**src/rtl/sclt_pkg.sv**
```systemverilog
package sclt_pkg;

  typedef enum logic [2:0] {
    PH_STA_SU = 3'd0,
    PH_STA_HD = 3'd1,
    PH_STO_SU = 3'd2,
    PH_DAT_SU = 3'd3,
    PH_DAT_HD = 3'd4,
    PH_SCL_LO = 3'd5,
    PH_SCL_HI = 3'd6,
    PH_SR_REL = 3'd7
  } phase_e;

  typedef struct packed {
    logic [31:0] w1;
    logic [31:0] w2;
    logic [31:0] w3;
  } tset_t;

  // field positions decoded by the bus sequencer's register file
  localparam int unsigned CFG_HS_BIT  = 29;
  localparam int unsigned CFG_FLT_LSB = 16;
  localparam int unsigned W1_STA_SU   = 24;
  localparam int unsigned W1_STA_HD   = 16;
  localparam int unsigned W1_STO_SU   = 8;
  localparam int unsigned W2_DAT_SU   = 24;
  localparam int unsigned W2_SCL_LO   = 8;
  localparam int unsigned W2_SCL_HI   = 0;
  localparam int unsigned W3_DIV      = 16;
  localparam int unsigned W3_SR_REL   = 0;
  localparam int unsigned HOLD_LSB    = 0;

  typedef enum logic [1:0] {
    ST_IDLE,
    ST_WAIT_HI,
    ST_OVH,
    ST_COUNT
  } ctrl_st_e;

endpackage

```
**src/rtl/sclt_field_sel.sv**
```systemverilog
module sclt_field_sel
  import sclt_pkg::*;
#(
  parameter int unsigned CNT_W    = 8,
  parameter int unsigned DIV_W    = 8,
  parameter int unsigned FLT_W    = 3,
  parameter int unsigned FLT_MULT = 2,
  parameter int unsigned SIDE_OVH = 4,
  parameter int unsigned OVH_W    = 5
) (
  input  logic [31:0]      cfg_i,
  input  tset_t            fs_i,
  input  tset_t            hs_i,
  input  logic [31:0]      hold_w_i,
  input  logic [2:0]       phase_i,
  output logic [CNT_W-1:0] cnt_o,
  output logic [DIV_W-1:0] div_o,
  output logic [OVH_W-1:0] extra_o,
  output logic             wait_hi_o
);

  tset_t             sel;
  logic [FLT_W-1:0]  flt;
  logic [OVH_W-1:0]  flt_ovh;

  assign sel = cfg_i[CFG_HS_BIT] ? hs_i : fs_i;
  assign flt = cfg_i[CFG_FLT_LSB +: FLT_W];

  generate
    if (FLT_MULT == 2) begin : g_flt_dbl
      assign flt_ovh = OVH_W'({flt, 1'b0});
    end else if (FLT_MULT == 1) begin : g_flt_single
      assign flt_ovh = OVH_W'(flt);
    end else begin : g_flt_mul
      assign flt_ovh = OVH_W'(flt) * OVH_W'(FLT_MULT);
    end
  endgenerate

  assign div_o = sel.w3[W3_DIV +: DIV_W];

  always_comb begin
    cnt_o     = '0;
    extra_o   = '0;
    wait_hi_o = 1'b0;
    unique case (phase_e'(phase_i))
      PH_STA_SU: cnt_o = sel.w1[W1_STA_SU +: CNT_W];
      PH_STA_HD: cnt_o = sel.w1[W1_STA_HD +: CNT_W];
      PH_STO_SU: cnt_o = sel.w1[W1_STO_SU +: CNT_W];
      PH_DAT_SU: cnt_o = sel.w2[W2_DAT_SU +: CNT_W];
      PH_DAT_HD: cnt_o = hold_w_i[HOLD_LSB +: CNT_W];
      PH_SCL_LO: begin
        cnt_o   = sel.w2[W2_SCL_LO +: CNT_W];
        extra_o = OVH_W'(SIDE_OVH);
      end
      PH_SCL_HI: begin
        cnt_o     = sel.w2[W2_SCL_HI +: CNT_W];
        extra_o   = OVH_W'(SIDE_OVH) + flt_ovh;
        wait_hi_o = 1'b1;
      end
      PH_SR_REL: cnt_o = sel.w3[W3_SR_REL +: CNT_W];
      default:   cnt_o = '0;
    endcase
  end

endmodule

```
**src/rtl/sclt_prescaler.sv**
```systemverilog
module sclt_prescaler #(
  parameter int unsigned DIV_W = 8
) (
  input  logic             clk_i,
  input  logic             rst_ni,
  input  logic             en_i,
  input  logic [DIV_W-1:0] div_i,
  output logic             tick_o
);

  logic [DIV_W-1:0] pre_q;
  logic             wrap;

  assign wrap   = (pre_q == div_i);
  assign tick_o = en_i && wrap;

  always_ff @(posedge clk_i or negedge rst_ni) begin
    if (!rst_ni)        pre_q <= '0;
    else if (!en_i)     pre_q <= '0;
    else if (wrap)      pre_q <= '0;
    else                pre_q <= pre_q + 1'b1;
  end

endmodule

```
**src/rtl/sclt_phase_ctrl.sv**
```systemverilog
module sclt_phase_ctrl
  import sclt_pkg::*;
#(
  parameter int unsigned CNT_W = 8,
  parameter int unsigned DIV_W = 8,
  parameter int unsigned OVH_W = 5
) (
  input  logic             clk_i,
  input  logic             rst_ni,
  input  logic             start_i,
  input  logic [2:0]       phase_i,
  input  logic             scl_i,
  input  logic [CNT_W-1:0] cnt_i,
  input  logic [DIV_W-1:0] div_i,
  input  logic [OVH_W-1:0] extra_i,
  input  logic             wait_hi_i,
  input  logic             tick_i,
  output logic             count_en_o,
  output logic [DIV_W-1:0] div_o,
  output logic             busy_o,
  output logic             done_o,
  output logic [2:0]       phase_o
);

  ctrl_st_e         st_q;
  logic [CNT_W-1:0] left_q;
  logic [OVH_W-1:0] ovh_q;
  logic [OVH_W-1:0] extra_q;
  logic [DIV_W-1:0] div_q;
  logic [2:0]       phase_q;
  logic             done_q;
  logic             accept;
  logic             last_tick;

  assign accept     = start_i && (st_q == ST_IDLE);
  assign count_en_o = (st_q == ST_COUNT);
  assign last_tick  = count_en_o && tick_i && (left_q == '0);

  always_ff @(posedge clk_i or negedge rst_ni) begin
    if (!rst_ni) begin
      st_q    <= ST_IDLE;
      left_q  <= '0;
      ovh_q   <= '0;
      extra_q <= '0;
      div_q   <= '0;
      phase_q <= '0;
      done_q  <= 1'b0;
    end else begin
      done_q <= last_tick;
      unique case (st_q)
        ST_IDLE: if (accept) begin
          // snapshot of the timing set: later edits cannot leak in
          left_q  <= cnt_i;
          div_q   <= div_i;
          extra_q <= extra_i;
          phase_q <= phase_i;
          ovh_q   <= extra_i;
          if (wait_hi_i)             st_q <= ST_WAIT_HI;
          else if (extra_i != '0)    st_q <= ST_OVH;
          else                       st_q <= ST_COUNT;
        end
        ST_WAIT_HI: if (scl_i) begin
          // this cycle already spends one overhead clock
          ovh_q <= extra_q - 1'b1;
          st_q  <= (extra_q > OVH_W'(1)) ? ST_OVH : ST_COUNT;
        end
        ST_OVH: begin
          if (ovh_q <= OVH_W'(1)) st_q <= ST_COUNT;
          else                    ovh_q <= ovh_q - 1'b1;
        end
        ST_COUNT: if (tick_i) begin
          if (left_q == '0) st_q <= ST_IDLE;
          else              left_q <= left_q - 1'b1;
        end
        default: st_q <= ST_IDLE;
      endcase
    end
  end

  assign div_o   = div_q;
  assign busy_o  = (st_q != ST_IDLE);
  assign done_o  = done_q;
  assign phase_o = phase_q;

endmodule

```
**src/rtl/sclt_timing_gen.sv**
```systemverilog
module sclt_timing_gen
  import sclt_pkg::*;
#(
  parameter int unsigned CNT_W    = 8,
  parameter int unsigned DIV_W    = 8,
  parameter int unsigned FLT_W    = 3,
  parameter int unsigned FLT_MULT = 2,
  parameter int unsigned SIDE_OVH = 4
) (
  input  logic        clk_i,
  input  logic        rst_ni,
  input  logic [31:0] cfg_i,
  input  logic [31:0] fs_w1_i,
  input  logic [31:0] fs_w2_i,
  input  logic [31:0] fs_w3_i,
  input  logic [31:0] hs_w1_i,
  input  logic [31:0] hs_w2_i,
  input  logic [31:0] hs_w3_i,
  input  logic [31:0] hold_w_i,
  input  logic        start_i,
  input  logic [2:0]  phase_i,
  input  logic        scl_i,
  output logic        busy_o,
  output logic        done_o,
  output logic [2:0]  done_phase_o
);

  localparam int unsigned EXTRA_MAX = SIDE_OVH + FLT_MULT * ((1 << FLT_W) - 1);
  localparam int unsigned OVH_W     = $clog2(EXTRA_MAX + 1);

  tset_t            fs_set;
  tset_t            hs_set;
  logic [CNT_W-1:0] sel_cnt;
  logic [DIV_W-1:0] sel_div;
  logic [OVH_W-1:0] sel_extra;
  logic             sel_wait_hi;
  logic [DIV_W-1:0] run_div;
  logic             count_en;
  logic             tick;

  assign fs_set = '{w1: fs_w1_i, w2: fs_w2_i, w3: fs_w3_i};
  assign hs_set = '{w1: hs_w1_i, w2: hs_w2_i, w3: hs_w3_i};

  sclt_field_sel #(
    .CNT_W(CNT_W), .DIV_W(DIV_W), .FLT_W(FLT_W),
    .FLT_MULT(FLT_MULT), .SIDE_OVH(SIDE_OVH), .OVH_W(OVH_W)
  ) u_sel (
    .cfg_i     (cfg_i),
    .fs_i      (fs_set),
    .hs_i      (hs_set),
    .hold_w_i  (hold_w_i),
    .phase_i   (phase_i),
    .cnt_o     (sel_cnt),
    .div_o     (sel_div),
    .extra_o   (sel_extra),
    .wait_hi_o (sel_wait_hi)
  );

  sclt_prescaler #(.DIV_W(DIV_W)) u_pre (
    .clk_i  (clk_i),
    .rst_ni (rst_ni),
    .en_i   (count_en),
    .div_i  (run_div),
    .tick_o (tick)
  );

  sclt_phase_ctrl #(.CNT_W(CNT_W), .DIV_W(DIV_W), .OVH_W(OVH_W)) u_ctrl (
    .clk_i      (clk_i),
    .rst_ni     (rst_ni),
    .start_i    (start_i),
    .phase_i    (phase_i),
    .scl_i      (scl_i),
    .cnt_i      (sel_cnt),
    .div_i      (sel_div),
    .extra_i    (sel_extra),
    .wait_hi_i  (sel_wait_hi),
    .tick_i     (tick),
    .count_en_o (count_en),
    .div_o      (run_div),
    .busy_o     (busy_o),
    .done_o     (done_o),
    .phase_o    (done_phase_o)
  );

endmodule

```
**config.mk**
```make
export PLATFORM = sky130hd
export DESIGN_NAME = sclt_timing_gen
export DESIGN_NICKNAME = d
export VERILOG_FILES = /design/src/rtl/sclt_pkg.sv /design/src/rtl/sclt_field_sel.sv /design/src/rtl/sclt_prescaler.sv /design/src/rtl/sclt_phase_ctrl.sv /design/src/rtl/sclt_timing_gen.sv
export SDC_FILE = /design/constraint.sdc
export NUM_CORES = 1
export LEC_CHECK = 0
export BUFFER_PORTS_ARGS = -buffer_cell sky130_fd_sc_hd__buf_2
export CAP_MARGIN = 25
export CORE_MARGIN = 10
export CORE_UTILIZATION = 30
export CTS_BUF_LIST = sky130_fd_sc_hd__clkbuf_4 sky130_fd_sc_hd__clkbuf_8
export CTS_CLUSTER_DIAMETER = 80
export DETAILED_ROUTE_END_ITERATION = 7
export GPL_ROUTABILITY_DRIVEN = 1
export PLACE_DENSITY = 0.72
export SLEW_MARGIN = 20
export SYNTH_ARGS = -nofsm -noshare
export SYNTH_HDL_FRONTEND = slang
export SYNTH_SLANG_ARGS = --single-unit
```
**constraint.sdc**
```tcl
create_clock -name clk_i -period 2.71 [get_ports clk_i]
set_clock_uncertainty 0.2 [all_clocks]
set_input_delay 0.1355 -clock clk_i [delete_from_list [all_inputs] [get_ports clk_i]]
set_output_delay 0.1355 -clock clk_i [all_outputs]
set_load 0.02 [all_outputs]
```
After elaboration in Yosys (flattened, before gate mapping). Cells that the tools add are included.

Output and inout port bits: 5. Logic and storage cells: 71. Bits in registers: 40. Bits of input ports: 263.

Magnitude comparators: 2. Muxes and demuxes: 23. $add $sub $neg: 5. Equality and inequality tests: 18. Reductions and logical operators: 15.

Operators with widths (number): $mux W96 (1); $pmux W8 S8 (1); $mux W8 (5); $pmux W8 S2 (1); $mux W5 (3); $pmux W5 S3 (1); $eq A3 B3 Y1 const B (4); $mux W2 (6); $pmux W5 S2 (1); $sub A5 B1 Y5 const B (2); $add A8 B1 Y8 const B (1); $eq A8 B8 Y1 (1); $logic_not A8 Y1 (1); $ne A2 B2 Y1 const B (4); $pmux W2 S4 (1); $reduce_and A4 Y1 (2); $sub A8 B1 Y8 const B (1); $eq A3 B2 Y1 const B (2); $ne A2 B1 Y1 const B (3); $add A3 B4 Y5 const A (1); $gt A5 B1 Y1 const B (1); $le A5 B1 Y1 const B (1); $reduce_and A5 Y1 (1); $reduce_bool A5 Y1 (1); 10 further kinds (17).

Longest topological paths before layout.
Word-level depth: 7. Gate-level depth with buffers: 8. Depth with buffers taken out: 7.

Cells and area by module. A second synthesis with hierarchy kept.

Cell total of the unflattened synthesis: 367. Area, all modules: 3716.1 um^2.

Modules (own cells, without submodules): sclt_phase_ctrl (sequential area each 800.8 um^2, area an instance 2026.9 um^2, cells each 202, times used 1); sclt_field_sel (sequential area each 0.0 um^2, area an instance 1188.6 um^2, cells each 119, times used 1); sclt_prescaler (sequential area each 200.2 um^2, area an instance 500.5 um^2, cells each 46, times used 1).

Worst setup path before layout. OpenSTA, ideal clock, no wires.

Path kind: register to register. Start: reg u_ctrl.st_q[0]. End: reg u_ctrl.ovh_q[2]. Setup slack: 686 ps. Library setup time: 121 ps. Cell stages (with the launch flop): 8. Required time: 2389 ps. Buffers on the path: 0. Period minus slack after synthesis: 2024 ps. Arrival: 1704 ps. Cell sequence: dfrtp_1 -> inv_1 -> ha_1 -> inv_1 -> o22ai_1 -> a211o_1 -> o21bai_1 -> a22o_1.

Word-level cells in the longest chain between the ends: 4. Elaborated cells on any way between the ends: 10. Classes of those cells: eq/ne: 5; mux: 1; reduce/logical: 4.

Ends and longest elaborated chain: from (decl) (RTL line sclt_phase_ctrl.sv:25) `ctrl_st_e st_q;`; from (signal assigned) (RTL line sclt_phase_ctrl.sv:65) `st_q <= (extra_q > OVH_W'(1)) ? ST_OVH : ST_COUNT;`; $logic_not A2 Y1 (RTL line sclt_phase_ctrl.sv:35, sclt_phase_ctrl.sv:50); $logic_and A1 B1 Y1 (RTL line sclt_phase_ctrl.sv:35) `assign accept = start_i && (st_q == ST_IDLE);`; $ne A2 B1 Y1 (no source line); $reduce_and A4 Y1 (no source line); to (signal assigned) (RTL line sclt_phase_ctrl.sv:57) `ovh_q <= extra_i;`; to (signal assigned) (RTL line sclt_phase_ctrl.sv:64) `ovh_q <= extra_q - 1'b1;`; to (signal assigned) (RTL line sclt_phase_ctrl.sv:69) `else ovh_q <= ovh_q - 1'b1;`; to (decl) (RTL line sclt_phase_ctrl.sv:27) `logic [OVH_W-1:0] ovh_q;`.

Several ways; a longest one is shown, not always the timed one. A chain may end at the register's enable or synchronous reset.

Worst setup path in the final report.
Start: reg u_pre.pre_q[2]. End: reg u_ctrl.st_q[0].

Word-level cells in the longest chain between the ends: 4.

Ends and longest elaborated chain: from (decl) (RTL line sclt_prescaler.sv:11) `logic [DIV_W-1:0] pre_q;`; from (signal assigned) (RTL line sclt_prescaler.sv:21) `else pre_q <= pre_q + 1'b1;`; $eq A8 B8 Y1 (RTL line sclt_prescaler.sv:14) `assign wrap = (pre_q == div_i);`; $logic_and A1 B1 Y1 (RTL line sclt_prescaler.sv:15) `assign tick_o = en_i && wrap;`; $ne A2 B1 Y1 (no source line); $reduce_and A5 Y1 (no source line).

Every way passes these cells.

==> summary.txt <==
Slew HR: 40.6%
Largest fanout on the critical path: 8
Vert. Die Dim: 127 um
Clock tree from TritonCTS: done
Most used DFF post-synth: sky130_fd_sc_hd__dfrtp_1
Asr flop ratio synth: 100%
Xor/xnor share of the synthesized area: 4.59%
Resized Gates After CTS: 0
Number of global-route vias before repair: 3796
Fmax: 0.405 GHz
Delay of the slowest cell on the worst path: 0.68 ns
Area of the core: 11300 um^2
Critical hold path startpoint: cfg_i[17]
Width of the die: 127 um
Commonest non-fill, non-tap cells in the layout: sky130_fd_sc_hd__buf_2 (150), sky130_fd_sc_hd__mux2i_1 (69), sky130_fd_sc_hd__dfrtp_1 (39)
Post-Synthesis Cell Area: 3440 um^2
Type of origin of the critical path: flip-flop
Cell with the largest stage delay on the worst path: sky130_fd_sc_hd__o21ai_0
Worst EP arrival: 2.50 ns
Routed vias/inst: 5.26
Post-CTS repair timing setup buffer count: 0
Category of the worst setup path capture point: flip-flop
Hold bufs inserted after CTS: 18
Pin count of the biggest net entering global routing: 40
Maximum count of clock buffers along a single path: 2
Clock buffers created by TritonCTS: 5
Post-DRT Antenna Nets: 0
Wirelength per Cell: 19.1 um
Number of pins with negative max-slew slack in the final report: 0
Boundary Pins: 268
Iter 0 DRT Violations: 146
Grt ovf: 0
Final setup violation count: 0
Clock Tree Root: sky130_fd_sc_hd__clkbuf_8
Min setup slack post-route: 0.238 ns
Number of buffer and inverter stages on the critical path: 0
Global-route usage over all layers: 15.8%
Final Hold Viols: 0
Setup repair after global routing missed its margin: false
Number of instances in the synthesized netlist: 381
Global placement routability congestion: 0.857
Number of warnings reported in the yosys synthesis log: 0
Iteration count of the initial detailed-routing pass: 4
Clock latency at the later pin of the worst-skew pair: 0.30 ns
Kind of cell adding the most delay to the critical path: compound AO/OA/AOI/OAI gates
Total number of vias: 3653
Share of the clock period used by the worst path after layout: 91.2%
Type of the worst setup path: flip-flop to flip-flop
Clock period minus final worst setup slack: 2.47 ns
Most frequent standard cell in the layout excluding fill and tap cells: sky130_fd_sc_hd__buf_2
Number of H-tree levels: 2
Post-synthesis adder-cell area fraction: 4.37%
EDFF count, synth: 0
Floorplan die area: 16100 um^2
Flip-flop and latch count after synthesis: 39
Hpwl dp: 10.9 mm
Actual transition at the worst max-transition pin: 0.891 ns
Max IR drop VDD: 0.156 mV
Clk pin slew, worst setup/hold paths: 0.08 ns
Layout net count: 823
Required time of the critical path: 2.74 ns
Main combinational cell family by area after synthesis: multiplexers
Initial standard-cell utilization of the core: 30.3%
Outcome: complete, no violations
Antenna violations before repair: 2
Post-placement setup slack: 0.215 ns
Power density of the placed cells: 289 nW/um^2
Sequential area share after synthesis: 28.4%
Ratio of cells with drive above 1 in the final layout: 35.2%
Min-Delay Path Class: input port to flip-flop
Setup TNS Final: 0 ns
Number of max-cap violations: 0
Ordered cell list for the critical path: xnor2_1, nand4_2, o21ai_0, nor3b_2, mux2i_1
Number of I/O port buffers: 151
Launching instance or port of the critical path: u_pre.pre_q[2]$_DFF_PN0_
Net count after synthesis: 656
Clock Sink Count: 39
Cell variety after synth: 64
FP Rows: 39
Layout Area Growth over Synthesis: 34.5%
DR DRC count: 0
First-pass GRT wire length: 20.7 mm
Post-synthesis compound-gate area fraction: 17.3%
Mux contribution to synthesized area: 21.7%
Wire length after detailed routing: 13.2 mm
Leak: 2.31 nW
Fraction of the mapped netlist area in simple logic gates: 18.1%
Avg Cell Area, Syn: 9.02 um^2
Reg-to-reg critical path startpoint: u_pre.pre_q[2]$_DFF_PN0_
==> power breakdown <==
group | internal [mW] | switching (mW) | leakage, nW | total (mW)
clock | 0.179 | 0.224 | 0.0402 | 0.403
combinational | 0.182 | 0.164 | 1.75 | 0.346
sequential | 0.584 | 0.00342 | 0.523 | 0.588
total | 0.945 | 0.391 | 2.31 | 1.34
==> cell usage after synthesis, types with 3 or more instances <==
master | count | area (um^2)
sky130_fd_sc_hd__mux2i_1 | 69 | 691
sky130_fd_sc_hd__dfrtp_1 | 39 | 976
sky130_fd_sc_hd__nand2_1 | 28 | 105
sky130_fd_sc_hd__nor2_1 | 27 | 101
sky130_fd_sc_hd__o21ai_0 | 25 | 125
sky130_fd_sc_hd__o22ai_1 | 19 | 119
sky130_fd_sc_hd__inv_1 | 17 | 63.8
sky130_fd_sc_hd__ha_1 | 12 | 150
sky130_fd_sc_hd__a21oi_1 | 11 | 55.1
sky130_fd_sc_hd__xnor2_1 | 11 | 96.3
sky130_fd_sc_hd__nand3_1 | 8 | 40.0
sky130_fd_sc_hd__clkbuf_1 | 7 | 26.3
sky130_fd_sc_hd__xor2_1 | 7 | 61.3
sky130_fd_sc_hd__nand2b_1 | 6 | 37.5
sky130_fd_sc_hd__nor3_1 | 6 | 30.0
sky130_fd_sc_hd__a221oi_1 | 5 | 43.8
sky130_fd_sc_hd__buf_2 | 5 | 25.0
sky130_fd_sc_hd__buf_4 | 5 | 37.5
sky130_fd_sc_hd__mux2_2 | 5 | 56.3
sky130_fd_sc_hd__nor4_1 | 5 | 31.3
sky130_fd_sc_hd__o31ai_1 | 4 | 30.0
sky130_fd_sc_hd__and3_1 | 3 | 18.8
sky130_fd_sc_hd__buf_6 | 3 | 33.8
sky130_fd_sc_hd__or4_1 | 3 | 22.5
==> per-layer routing <==
layer  routed length [um]  vias up  part of all wire [%]  track usage (%)
li1                     -     1756                     -                -
met1                 6120     1737                    46             20.7
met2                 5890      144                    44             24.1
met3                 1040       16                   7.9             5.62
met4                  190        0                   1.4             4.02
met5                    0        -                     0                0
==> registers in the layout (all words and copies together), names as in the netlist <==
name / count
u_ctrl.done_o: 1
u_ctrl.phase_o: 3
u_pre.pre_q: 8
u_ctrl.ovh_q: 5
u_ctrl.div_o: 8
u_ctrl.st_q: 2
u_ctrl.left_q: 8
u_ctrl.extra_q: 4
==> worst paths after layout <==
check                                                endpoint  slack [ns]  depth (start not counted)
min in group asynchronous         u_ctrl.div_o[5]$_DFFE_PN0P_        0.30                          2
worst min register to register  u_ctrl.phase_o[2]$_DFFE_PN0P_        0.29                          2
worst min-delay path            u_ctrl.extra_q[2]$_DFFE_PN0P_        0.04                          4
worst max register to register     u_ctrl.st_q[0]$_DFFE_PN0P_        0.24                          5
worst max-delay path               u_ctrl.st_q[0]$_DFFE_PN0P_        0.24                          5
max in group asynchronous       u_ctrl.extra_q[2]$_DFFE_PN0P_        1.45                          2
==> worst reg2reg max path, cell delays in order, from the launching register on <==
cell and delay (ns):
sky130_fd_sc_hd__dfrtp_1 0.45, sky130_fd_sc_hd__xnor2_1 0.21, sky130_fd_sc_hd__nand4_2 0.25, sky130_fd_sc_hd__o21ai_0 0.68
sky130_fd_sc_hd__nor3b_2 0.40, sky130_fd_sc_hd__mux2i_1 0.21
==> per-stage QoR <==
step	hold slack [ns]	cell area, um^2	utilization (%)	total power [mW]	std cells
6_report	0.0385	4620	40.8	1.34	694
5_1_grt	0.0770	4620	40.8	1.40	693
4_1_cts	0.0263	4610	40.8	1.35	692
3_5_place_dp	0.115	4350	38.4	0.916	666
3_3_place_gp	0.0960	4350	38.4	0.910	666
2_1_floorplan	-0.360	3440	-	0.754	381
==> cell type report <==
cell class                      instances  area (um^2)
Fill cell                            1154         6700
Multi-Input combinational cell        305         2270
Timing Repair Buffer                  180         1030
Sequential cell                        39          976
Tap cell                              143          179
Clock buffer                            5         68.8
Inverter                               17         63.8
Clock inverter                          3         20.0
Antenna cell                            2         5.00
==> logic make-up after synthesis <==
family / Yosys count
xor gates and xnor gates: 18
AOI/OAI and AO/OA: 90
DFF: 39
and+or+nand+nor: 111
adders and majority gates: 12
buffers and inverters: 37
muxes: 74
No activity file was read; power rests on OpenSTA's default activity.
